===== src/rtl/irq_pkg.sv =====
package irq_pkg;
  localparam int LVL_W   = 2;
  localparam int NUM_LVL = 1 << LVL_W;
  localparam logic [LVL_W-1:0] TOP_LVL = LVL_W'(NUM_LVL - 1);
  localparam int CFG_LVL_LSB = 0;
  localparam int CFG_EN_BIT  = 2;
  typedef logic [LVL_W-1:0] lvl_t;
endpackage


===== src/rtl/irq_rst_sync.sv =====
module irq_rst_sync (
  input  logic clk,
  input  logic rst_n,
  output logic rst_sync_n
);
  logic [1:0] sync_q;

  always_ff @(posedge clk or negedge rst_n) begin
    if (!rst_n) sync_q <= 2'b00;
    else        sync_q <= {sync_q[0], 1'b1};
  end

  assign rst_sync_n = sync_q[1];
endmodule


===== src/rtl/irq_cfg_regs.sv =====
module irq_cfg_regs import irq_pkg::*; #(
  parameter int NUM_SRC   = 86,
  parameter int NUM_FIXED = 2,
  parameter int BASE_W    = 9,
  parameter int ADDR_W    = 7
) (
  input  logic                    clk,
  input  logic                    rst_n,
  input  logic                    cfg_we,
  input  logic [ADDR_W-1:0]       cfg_addr,
  input  logic [BASE_W-1:0]       cfg_wdata,
  output logic [BASE_W-1:0]       base,
  output logic [NUM_SRC-1:0]      src_en,
  output lvl_t [NUM_SRC-1:0]      src_lvl
);
  logic              base_we;
  logic [BASE_W-1:0] base_q;

  assign base_we = cfg_we && (cfg_addr == '0);

  always_ff @(posedge clk or negedge rst_n) begin
    if (!rst_n)       base_q <= '0;
    else if (base_we) base_q <= cfg_wdata;
  end
  assign base = base_q;

  for (genvar i = 0; i < NUM_SRC; i++) begin : g_src
    logic src_we;
    logic en_q;
    assign src_we = cfg_we && (cfg_addr == ADDR_W'(i + 1));

    always_ff @(posedge clk or negedge rst_n) begin
      if (!rst_n)      en_q <= 1'b0;
      else if (src_we) en_q <= cfg_wdata[CFG_EN_BIT];
    end
    assign src_en[i] = en_q;

    if (i < NUM_FIXED) begin : g_fixed
      assign src_lvl[i] = TOP_LVL;
    end else begin : g_prog
      lvl_t lvl_q;
      always_ff @(posedge clk or negedge rst_n) begin
        if (!rst_n)      lvl_q <= '0;
        else if (src_we) lvl_q <= cfg_wdata[CFG_LVL_LSB +: LVL_W];
      end
      assign src_lvl[i] = lvl_q;
    end
  end
endmodule


===== src/rtl/irq_prio_enc.sv =====
module irq_prio_enc #(
  parameter int N     = 86,
  parameter int IDX_W = 7
) (
  input  logic [N-1:0]     act,
  output logic             found,
  output logic [IDX_W-1:0] idx
);
  always_comb begin
    found = 1'b0;
    idx   = '0;
    for (int i = N - 1; i >= 0; i--) begin
      if (act[i]) begin
        found = 1'b1;
        idx   = IDX_W'(i);
      end
    end
  end
endmodule


===== src/rtl/prio_irq_ctrl.sv =====
module prio_irq_ctrl import irq_pkg::*; #(
  parameter int NUM_SRC   = 86,
  parameter int NUM_FIXED = 2,
  parameter int VEC_W     = 7,
  parameter int BASE_W    = 9,
  parameter int ADDR_W    = $clog2(NUM_SRC + 1)
) (
  input  logic                      clk,
  input  logic                      rst_n,
  input  logic [NUM_SRC-1:0]        irq_req,
  input  logic [LVL_W-1:0]          core_mask,
  input  logic                      cfg_we,
  input  logic [ADDR_W-1:0]         cfg_addr,
  input  logic [BASE_W-1:0]         cfg_wdata,
  output logic                      irq_to_core,
  output logic [VEC_W-1:0]          vec_num,
  output logic [BASE_W+VEC_W-1:0]   vec_addr
);
  localparam int VA_W = BASE_W + VEC_W;

  logic                   rst_sync_n;
  logic [BASE_W-1:0]      base;
  logic [NUM_SRC-1:0]     src_en;
  lvl_t [NUM_SRC-1:0]     src_lvl;
  logic [NUM_LVL-1:0]     lvl_found;
  logic [VEC_W-1:0]       lvl_idx [NUM_LVL];

  logic                   irq_d, irq_q;
  logic [VEC_W-1:0]       vec_d, vec_q;
  logic [VA_W-1:0]        addr_d, addr_q;

  irq_rst_sync u_rst (
    .clk        (clk),
    .rst_n      (rst_n),
    .rst_sync_n (rst_sync_n)
  );

  irq_cfg_regs #(
    .NUM_SRC   (NUM_SRC),
    .NUM_FIXED (NUM_FIXED),
    .BASE_W    (BASE_W),
    .ADDR_W    (ADDR_W)
  ) u_cfg (
    .clk       (clk),
    .rst_n     (rst_sync_n),
    .cfg_we    (cfg_we),
    .cfg_addr  (cfg_addr),
    .cfg_wdata (cfg_wdata),
    .base      (base),
    .src_en    (src_en),
    .src_lvl   (src_lvl)
  );

  for (genvar l = 0; l < NUM_LVL; l++) begin : g_lvl
    logic             permit;
    logic [NUM_SRC-1:0] act;
    assign permit = (LVL_W'(l) >= core_mask);
    for (genvar i = 0; i < NUM_SRC; i++) begin : g_bit
      assign act[i] = permit && irq_req[i] && src_en[i] && (src_lvl[i] == LVL_W'(l));
    end
    irq_prio_enc #(.N(NUM_SRC), .IDX_W(VEC_W)) u_enc (
      .act   (act),
      .found (lvl_found[l]),
      .idx   (lvl_idx[l])
    );
  end

  always_comb begin
    irq_d = 1'b0;
    vec_d = '0;
    for (int l = 0; l < NUM_LVL; l++) begin
      if (lvl_found[l]) begin
        irq_d = 1'b1;
        vec_d = lvl_idx[l];
      end
    end
    addr_d = {base, vec_d};
  end

  always_ff @(posedge clk or negedge rst_sync_n) begin
    if (!rst_sync_n) begin
      irq_q  <= 1'b0;
      vec_q  <= '0;
      addr_q <= '0;
    end else begin
      irq_q  <= irq_d;
      vec_q  <= vec_d;
      addr_q <= addr_d;
    end
  end

  assign irq_to_core = irq_q;
  assign vec_num     = vec_q;
  assign vec_addr    = addr_q;
endmodule


===== config.mk =====
export PLATFORM = sky130hd
export DESIGN_NAME = prio_irq_ctrl
export DESIGN_NICKNAME = d
export VERILOG_FILES = /design/src/rtl/irq_pkg.sv /design/src/rtl/irq_rst_sync.sv /design/src/rtl/irq_cfg_regs.sv /design/src/rtl/irq_prio_enc.sv /design/src/rtl/prio_irq_ctrl.sv
export SDC_FILE = /design/constraint.sdc
export NUM_CORES = 1
export LEC_CHECK = 0
export ABC_AREA = 0
export BUFFER_PORTS_ARGS = -buffer_cell sky130_fd_sc_hd__buf_2
export CAP_MARGIN = 5
export CELL_PAD_IN_SITES_DETAIL_PLACEMENT = 1
export CELL_PAD_IN_SITES_GLOBAL_PLACEMENT = 1
export CORE_AREA = 2 2 324 246
export DETAILED_ROUTE_END_ITERATION = 16
export DIE_AREA = 0 0 326 248
export HOLD_SLACK_MARGIN = 0.15
export PLACE_DENSITY_LB_ADDON = 0.1
export SETUP_SLACK_MARGIN = 0.15
export SYNTH_ARGS = -nofsm -noshare
export SYNTH_HDL_FRONTEND = slang
export SYNTH_SLANG_ARGS = --single-unit
export TNS_END_PERCENT = 5

===== constraint.sdc =====
create_clock -name clk -period 12 [get_ports clk]
set_input_delay 2.4 -clock clk [delete_from_list [all_inputs] [get_ports clk]]
set_output_delay 2.4 -clock clk [all_outputs]
set_load 0.05 [all_outputs]

==> results.yml, run 1 <==
sta:
  final_max_slew_viol_count: 0
  setup_viol: 0
  worstMarginPinSlew_ps: 1270
  fin_ws_ps: 5680
  timing.max_slew.rel_slack: 0.152
  finClkSkew_ps: 23.8
  number_of_hold_violations_in_the_final_report: 0
  total_negative_slack_for_setup_checks_ps: 0
  timing.final.crit_period_ps: 6320
  share_of_the_cycle_needed_by_the_critical_path_after_routing: 0.527
  unrepaired_setup_endpoints_after_global_routing: "false"
  max_freq_mhz: 158
power_and_ir_drop:
  power.share.sequential: 0.424
  power_switching_share: 0.336
  power.switching_uw: 921
  p_int_uw: 1820
  power.clock.fraction: 0.389
  irDropWorstVdd_mv: 0.0878
  total_leakage_power_uw: 0.00951
  comb_power_share: 0.186
  powerDensity_nw_per_um2: 124
final_layout:
  final_core_util: 0.284
  final_cell_mix: "dfrtp_1 (281), mux2_2 (258), nand2_1 (175)"
  design.final.nets: 2288
  layout-drive-gt1-share: 0.252
  fillerInstances: 8931
  multi_input_comb_area_um2: 11600
  synthToLayoutAreaGrowth_pct: 14.3
  layout.area.seq_um2: 7060
  layout_commonest_cell: "dfrtp_1"
synth:
  syn-num-nets: 2180
  synth_flop_cell: "dfrtp_1"
  synth_seq_area_share: 0.365
  synth_enable_flop_cells: 0
  yosys_warnings: 0
  ys_seq_elements: 282
  synth_area_um2: 19300
  synth.distinct_cells: 98
  netlist_instances: 2073
  share_of_flip_flops_with_an_asynchronous_set_or_reset: 1.00
  syn_area_per_cell_um2: 9.31
route:
  post_drt_via_cell_ratio: 5.70
  detailedRoute.firstIterationViolations: 1498
  drc_errors: 0
  wl_per_cell_um: 29.8
  postRouteAntennaNets: 0
  vias: 18500
  detailedRoute.firstPassIterationCount: 6
  drt_wl_total_mm: 97.0
worst_setup_path:
  end_kind: "flop"
  timing.critical_path.cells: "buf_2 -> buf_4 -> and2_4 -> buf_4 -> nor3_1 -> o21ai_0 -> nand3_1 -> a2111oi_0 -> o21ai_0 -> a21oi_1 -> o211ai_1 -> a32o_1"
  reg2reg_setup_slack_ps: 7940
  worstPathRequired_ps: 12440
  critical_path.n_buffers_inverters: 3
  worst_setup_path_start_kind: "primary input"
  crit_start: "core_mask[0]"
  r2r_cells: 9
  critical_path_peak_fanout: 45
  critPathArrivalTime_ps: 6770
  critPathTopFamily: "compound AO/OA/AOI/OAI gates"
  slowest_delay_ps: 1070
  critical_path.slowest_cell: "a2111oi_0"
  criticalPathCategory: "in2reg"
  r2r-end: "vec_addr[0]"
  rr_startpoint: "u_cfg.g_src[2].g_prog.lvl_q[0]"
floorplan:
  fp.coreArea_um2: 77800
  die_width_um: 326
  num_rows: 89
  starting_density: 0.248
  die_h_um: 248
  design.portCount: 131
  die_area_um2: 80800
grt:
  initial_antenna_violation_count: 5
  maximum_number_of_pins_on_one_net_before_global_route_repair: 66
  first_global_vias: 18600
  total_routing_usage_reported_by_global_routing: 0.237
  grt-ovfl-total: 0
  grt_pass1_wl_mm: 139
clocking:
  cts-root-to-sink-buffers: 3
  ctsHtreeMaxLevel: 2
  holdBufCountCts: 0
  tritoncts.num_buffers: 37
  worst_skew_pair.late_latency_ps: 580
  cts_root_buffer: "clkbuf_16"
  postCtsSetupRepairBufs: 0
  tritoncts: "built"
  post_cts_resized: 0
  cts_num_sinks: 282
  clkSlewWorstSetupHoldPaths_ps: 50
placement:
  io_buffer_count: 130
  dp.final_hpwl_mm: 76.0
  gp_congestion: 0.922
  detailedPlace.worstSlack_ps: 5140
job:
  maxCapViolations: 0
worst_hold_path:
  timing.hold.worst_endpoint: "u_rst.sync_q[1]"
  worstHoldPathType: "reg2reg"
  hold_path_startpoint: "u_rst.sync_q[0]"
  whs_path_depth: 0
run_status:
  status: "finished clean"
-- cell type report --
cell class,count,share of cell area
sequential,282,0.320
multi-input combinational,1675,0.527
antenna,3,0.000340
inverter,30,0.00510
clock buffer,49,0.0458
timing repair buffer,155,0.0381
clock inverter,11,0.00419
tap,1046,0.0593
-- per-stage QoR --
step                      power (uW)  cell area (um^2)  cells  hold WS, ps
final                           2740             22100   3251          349
after global routing            2860             22100   3248          365
after CTS                       2780             22100   3248          352
after detailed placement        1690             21000   3188          340
after global placement          1680             21000   3188          340
after floorplan                 1480             19300   2073          331
-- worst register-to-register path: cells and delay by family (launching register included) --
| family | cells | cell delay [ps] |
|---|---|---|
| AND/OR/NAND/NOR | 3 | 810 |
| flip-flops | 1 | 420 |
| AO/OA/AOI/OAI | 6 | 2720 |
-- cells by family (layout without fill, tap and decap cells) --
| kind of cell | after synthesis | after routing | synth area share |
|---|---|---|---|
| AO/OA/AOI/OAI | 355 | 355 | 0.132 |
| flip-flops | 282 | 282 | 0.365 |
| other | 1 | 4 | 0.000194 |
| AND/OR/NAND/NOR | 1061 | 1061 | 0.319 |
| buffers and inverters | 116 | 245 | 0.0334 |
| multiplexers | 258 | 258 | 0.150 |
-- power by group through the flow --
| stage | clock [uW] | sequential, uW | combinational [uW] |
|---|---|---|---|
| 6_report | 1070 | 1160 | 511 |
| 5_1_grt | 1140 | 1180 | 549 |
| 4_1_cts | 1100 | 1160 | 513 |
| 3_5_place_dp | 0 | 1180 | 511 |
| 3_3_place_gp | 0 | 1170 | 505 |
| 2_1_floorplan | 0 | 1180 | 301 |
-- layer usage --
metal,up-vias,routed length [um],track usage
met5,-,107,0.00646
met4,8,2510,0.0652
met3,101,6340,0.0523
met2,507,40000,0.341
met1,9618,48000,0.350
li1,8309,-,-
-- flip-flops by register name (all words and copies together), names as in the netlist --
register	cells
u_cfg.g_src.en_q	86
u_cfg.g_src.g_prog.lvl_q	168
irq_to_core	1
u_cfg.base	9
vec_addr	16
u_rst.sync_q	2
-- cells in the mapped netlist (9+ instances only) --
| library cell | n | area share |
|---|---|---|
| dfrtp_1 | 282 | 0.37 |
| a31oi_1 | 15 | 0.0049 |
| buf_2 | 13 | 0.0034 |
| buf_6 | 13 | 0.0076 |
| or4b_2 | 32 | 0.017 |
| nand2b_1 | 48 | 0.016 |
| o2111ai_1 | 20 | 0.0091 |
| nand3b_1 | 43 | 0.017 |
| a21o_1 | 19 | 0.0074 |
| nor4_1 | 70 | 0.023 |
| o21ai_0 | 56 | 0.015 |
| buf_4 | 15 | 0.0058 |
| nand3_1 | 86 | 0.022 |
| o21bai_1 | 11 | 0.0043 |
| and3b_1 | 12 | 0.0054 |
| o32ai_1 | 16 | 0.0073 |
| inv_1 | 29 | 0.0056 |
| or3_1 | 44 | 0.014 |
| nor3_1 | 89 | 0.023 |
| nor3b_1 | 11 | 0.0043 |
| a211oi_1 | 21 | 0.0082 |
| a2111oi_0 | 9 | 0.0041 |
| mux2_2 | 258 | 0.15 |
| nor2_1 | 157 | 0.031 |
| and3_1 | 9 | 0.0029 |
| a21boi_0 | 9 | 0.0035 |
| or2_2 | 16 | 0.0052 |
| nor2b_1 | 21 | 0.0068 |
| nand2_1 | 175 | 0.034 |
| nand4_1 | 127 | 0.041 |
| o32a_1 | 13 | 0.0067 |
| nor4b_1 | 40 | 0.018 |
| a21oi_1 | 58 | 0.015 |
| o211ai_1 | 19 | 0.0074 |
| or4_1 | 24 | 0.0093 |
| clkbuf_1 | 39 | 0.0076 |
| o31ai_1 | 17 | 0.0066 |
-- worst max path at each step --
stage	endpoint	slack (ps)	cells after the start
finish	vec_addr[1]	5680	12
global route	vec_addr[1]	5440	12
CTS	vec_addr[1]	5740	12
detailed placement	vec_addr[1]	5140	12
global placement	vec_addr[1]	5190	12
floorplan	irq_to_core	3560	0
Note: power is estimated with default switching activity, not from simulation.
==> inputs of run 2 (changes only) <==
- clock period: 12 -> 6.1 ns (I/O delays scaled with it)
==> run 2 against run 1 <==
Against the previous run: sequential power is 97% higher; highest routed layer unchanged; power is 100% higher; clock power is 110% higher; largest cell class unchanged; non-clock buffer count is 6 higher; die area stayed put; count of clock-buffer cells in the layout is 6 higher; register-to-register slack worse by 5700 ps; global-route usage is 0.22 points higher.
==> results.yml, run 2 (synthesized netlist as in run 1, its figures left out) <==
power_and_ir_drop:
  powerDensity_nw_per_um2: 251
  irDropWorstVdd_mv: 0.154
  total_leakage_power_uw: 0.00963
route:
  wl_per_cell_um: 30.0
  detailedRoute.firstPassIterationCount: 5
  postRouteAntennaNets: 0
  post_drt_via_cell_ratio: 5.69
  drt_wl_total_mm: 98.0
  drc_errors: 0
  detailedRoute.firstIterationViolations: 1447
  vias: 18600
placement:
  detailedPlace.worstSlack_ps: 935
  dp.final_hpwl_mm: 76.9
  gp_congestion: 0.922
  placedInstanceArea_um2: 21000
  io_buffer_count: 130
grt:
  grt-ovfl-total: 0
  initial_antenna_violation_count: 5
  maximum_number_of_pins_on_one_net_before_global_route_repair: 130
  grt_pass1_wl_mm: 139
  first_global_vias: 18400
  total_routing_usage_reported_by_global_routing: 0.239
floorplan:
  die_h_um: 248
  starting_density: 0.248
  die_width_um: 326
  die_area_um2: 80800
  fp.coreArea_um2: 77800
  design.portCount: 131
  num_rows: 89
clocking:
  cts_num_sinks: 282
  ctsHtreeMaxLevel: 2
  cts-root-to-sink-buffers: 3
  tritoncts: "built"
  postCtsSetupRepairBufs: 0
  holdBufCountCts: 0
  cts_root_buffer: "clkbuf_16"
  post_cts_resized: 0
  worst_skew_pair.late_latency_ps: 580
  tritoncts.num_buffers: 37
  clkSlewWorstSetupHoldPaths_ps: 60
sta:
  share_of_the_cycle_needed_by_the_critical_path_after_routing: 0.765
  fin_ws_ps: 1440
  final_max_slew_viol_count: 0
  number_of_hold_violations_in_the_final_report: 0
  finClkSkew_ps: 26.2
  timing.max_slew.rel_slack: 0.175
  total_negative_slack_for_setup_checks_ps: 0
  worstMarginPinSlew_ps: 1230
  unrepaired_setup_endpoints_after_global_routing: "false"
  max_freq_mhz: 214
  timing.final.crit_period_ps: 4660
  setup_viol: 0
final_layout:
  layout_commonest_cell: "dfrtp_1"
  final_cell_mix: "dfrtp_1 (281), mux2_2 (258), nand2_1 (175)"
  design.final.nets: 2294
  layout-drive-gt1-share: 0.257
  final_core_util: 0.286
  largest-register: "u_cfg.g_src.g_prog.lvl_q"
  synthToLayoutAreaGrowth_pct: 15.5
  fin_area_um2: 22300
  largest_reg_flops: 168
worst_setup_path:
  critical_path_peak_fanout: 59
  worstPathRequired_ps: 6600
  timing.critical_path.cells: "buf_4 -> or2_4 -> nor3_1 -> o21bai_1 -> a2111oi_0 -> buf_4 -> o2111ai_1 -> a311oi_1 -> o21a_1 -> o2111ai_1 -> o2111ai_2"
  criticalPathCategory: "in2reg"
  worst_setup_path_start_kind: "primary input"
  critPathTopFamily: "compound AO/OA/AOI/OAI gates"
  critical_path.slowest_cell: "a2111oi_0"
  end_kind: "flop"
  critPathArrivalTime_ps: 5160
  slowest_delay_ps: 770
  critical_path.n_buffers_inverters: 2
job:
  maxCapViolations: 0
worst_hold_path:
  worstHoldPathType: "reg2reg"
run_status:
  status: "finished clean"
-- run 2: cell count changes in the layout (fill, tap and decap cells not counted), sizes merged --
cell / delta
clkbuf: +6
bufinv: +1
clkinvlp: -1
buf: +6
inv: +2
clkinv: -2
-- run 2: where the power goes --
group	internal, uW	switching [uW]	leakage, uW
Clock	1370	922	0.000623
Combinational	348	671	0.00520
Sequential	2040	246	0.00381
-- run 2: worst paths after layout --
check	start	endpoint	slack [ps]	cells past startpoint
worst max-delay path	core_mask[1]	vec_addr[0]	1440	11
worst min-delay path	u_rst.sync_q[0]	u_rst.sync_q[1]	350	0
worst max register to register	u_cfg.g_src[42].g_prog.lvl_q[0]	vec_addr[0]	2240	9
worst min register to register	u_rst.sync_q[0]	u_rst.sync_q[1]	350	0
max in group asynchronous	u_rst.sync_q[1]	u_cfg.g_src[79].g_prog.lvl_q[1]	4370	1
min in group asynchronous	u_rst.sync_q[1]	u_cfg.g_src[46].g_prog.lvl_q[0]	360	0
-- run 2: layout make-up --
type,count,area [um^2]
diodes,3,7.51
clock buffers,55,1130
clock inverters,11,123
fillers,8960,55500
inverters,30,113
multi-input cells,1675,11600
flip-flops and latches,282,7060
well taps,1046,1310
repair buffers,161,911
-- run 2: per-layer routing --
layer | share of wire | up-vias | global-route usage
met5 | 0.00024 | - | 0
met4 | 0.021 | 4 | 0.0533
met3 | 0.065 | 102 | 0.0531
met2 | 0.42 | 501 | 0.351
met1 | 0.50 | 9641 | 0.353
li1 | - | 8332 | -
-- run 2: worst reg2reg max path: stages, from the launching register on --
cell,delay [ps]
dfrtp_1,480
nand4_1,270
nand4_1,370
nor4_1,830
nand4b_1,200
or4_1,650
clkinv_1,220
nand2_2,80
or4b_4,520
o2111ai_2,170
-- run 2: stage by stage --
step                std cells  hold WS [ps]  total power, uW
CTS                      3260           351             5670
global placement         3194           339             3320
floorplan                2073           331             2910
finish                   3263           352             5600
detailed placement       3194           336             3330
global route             3260           369             5840
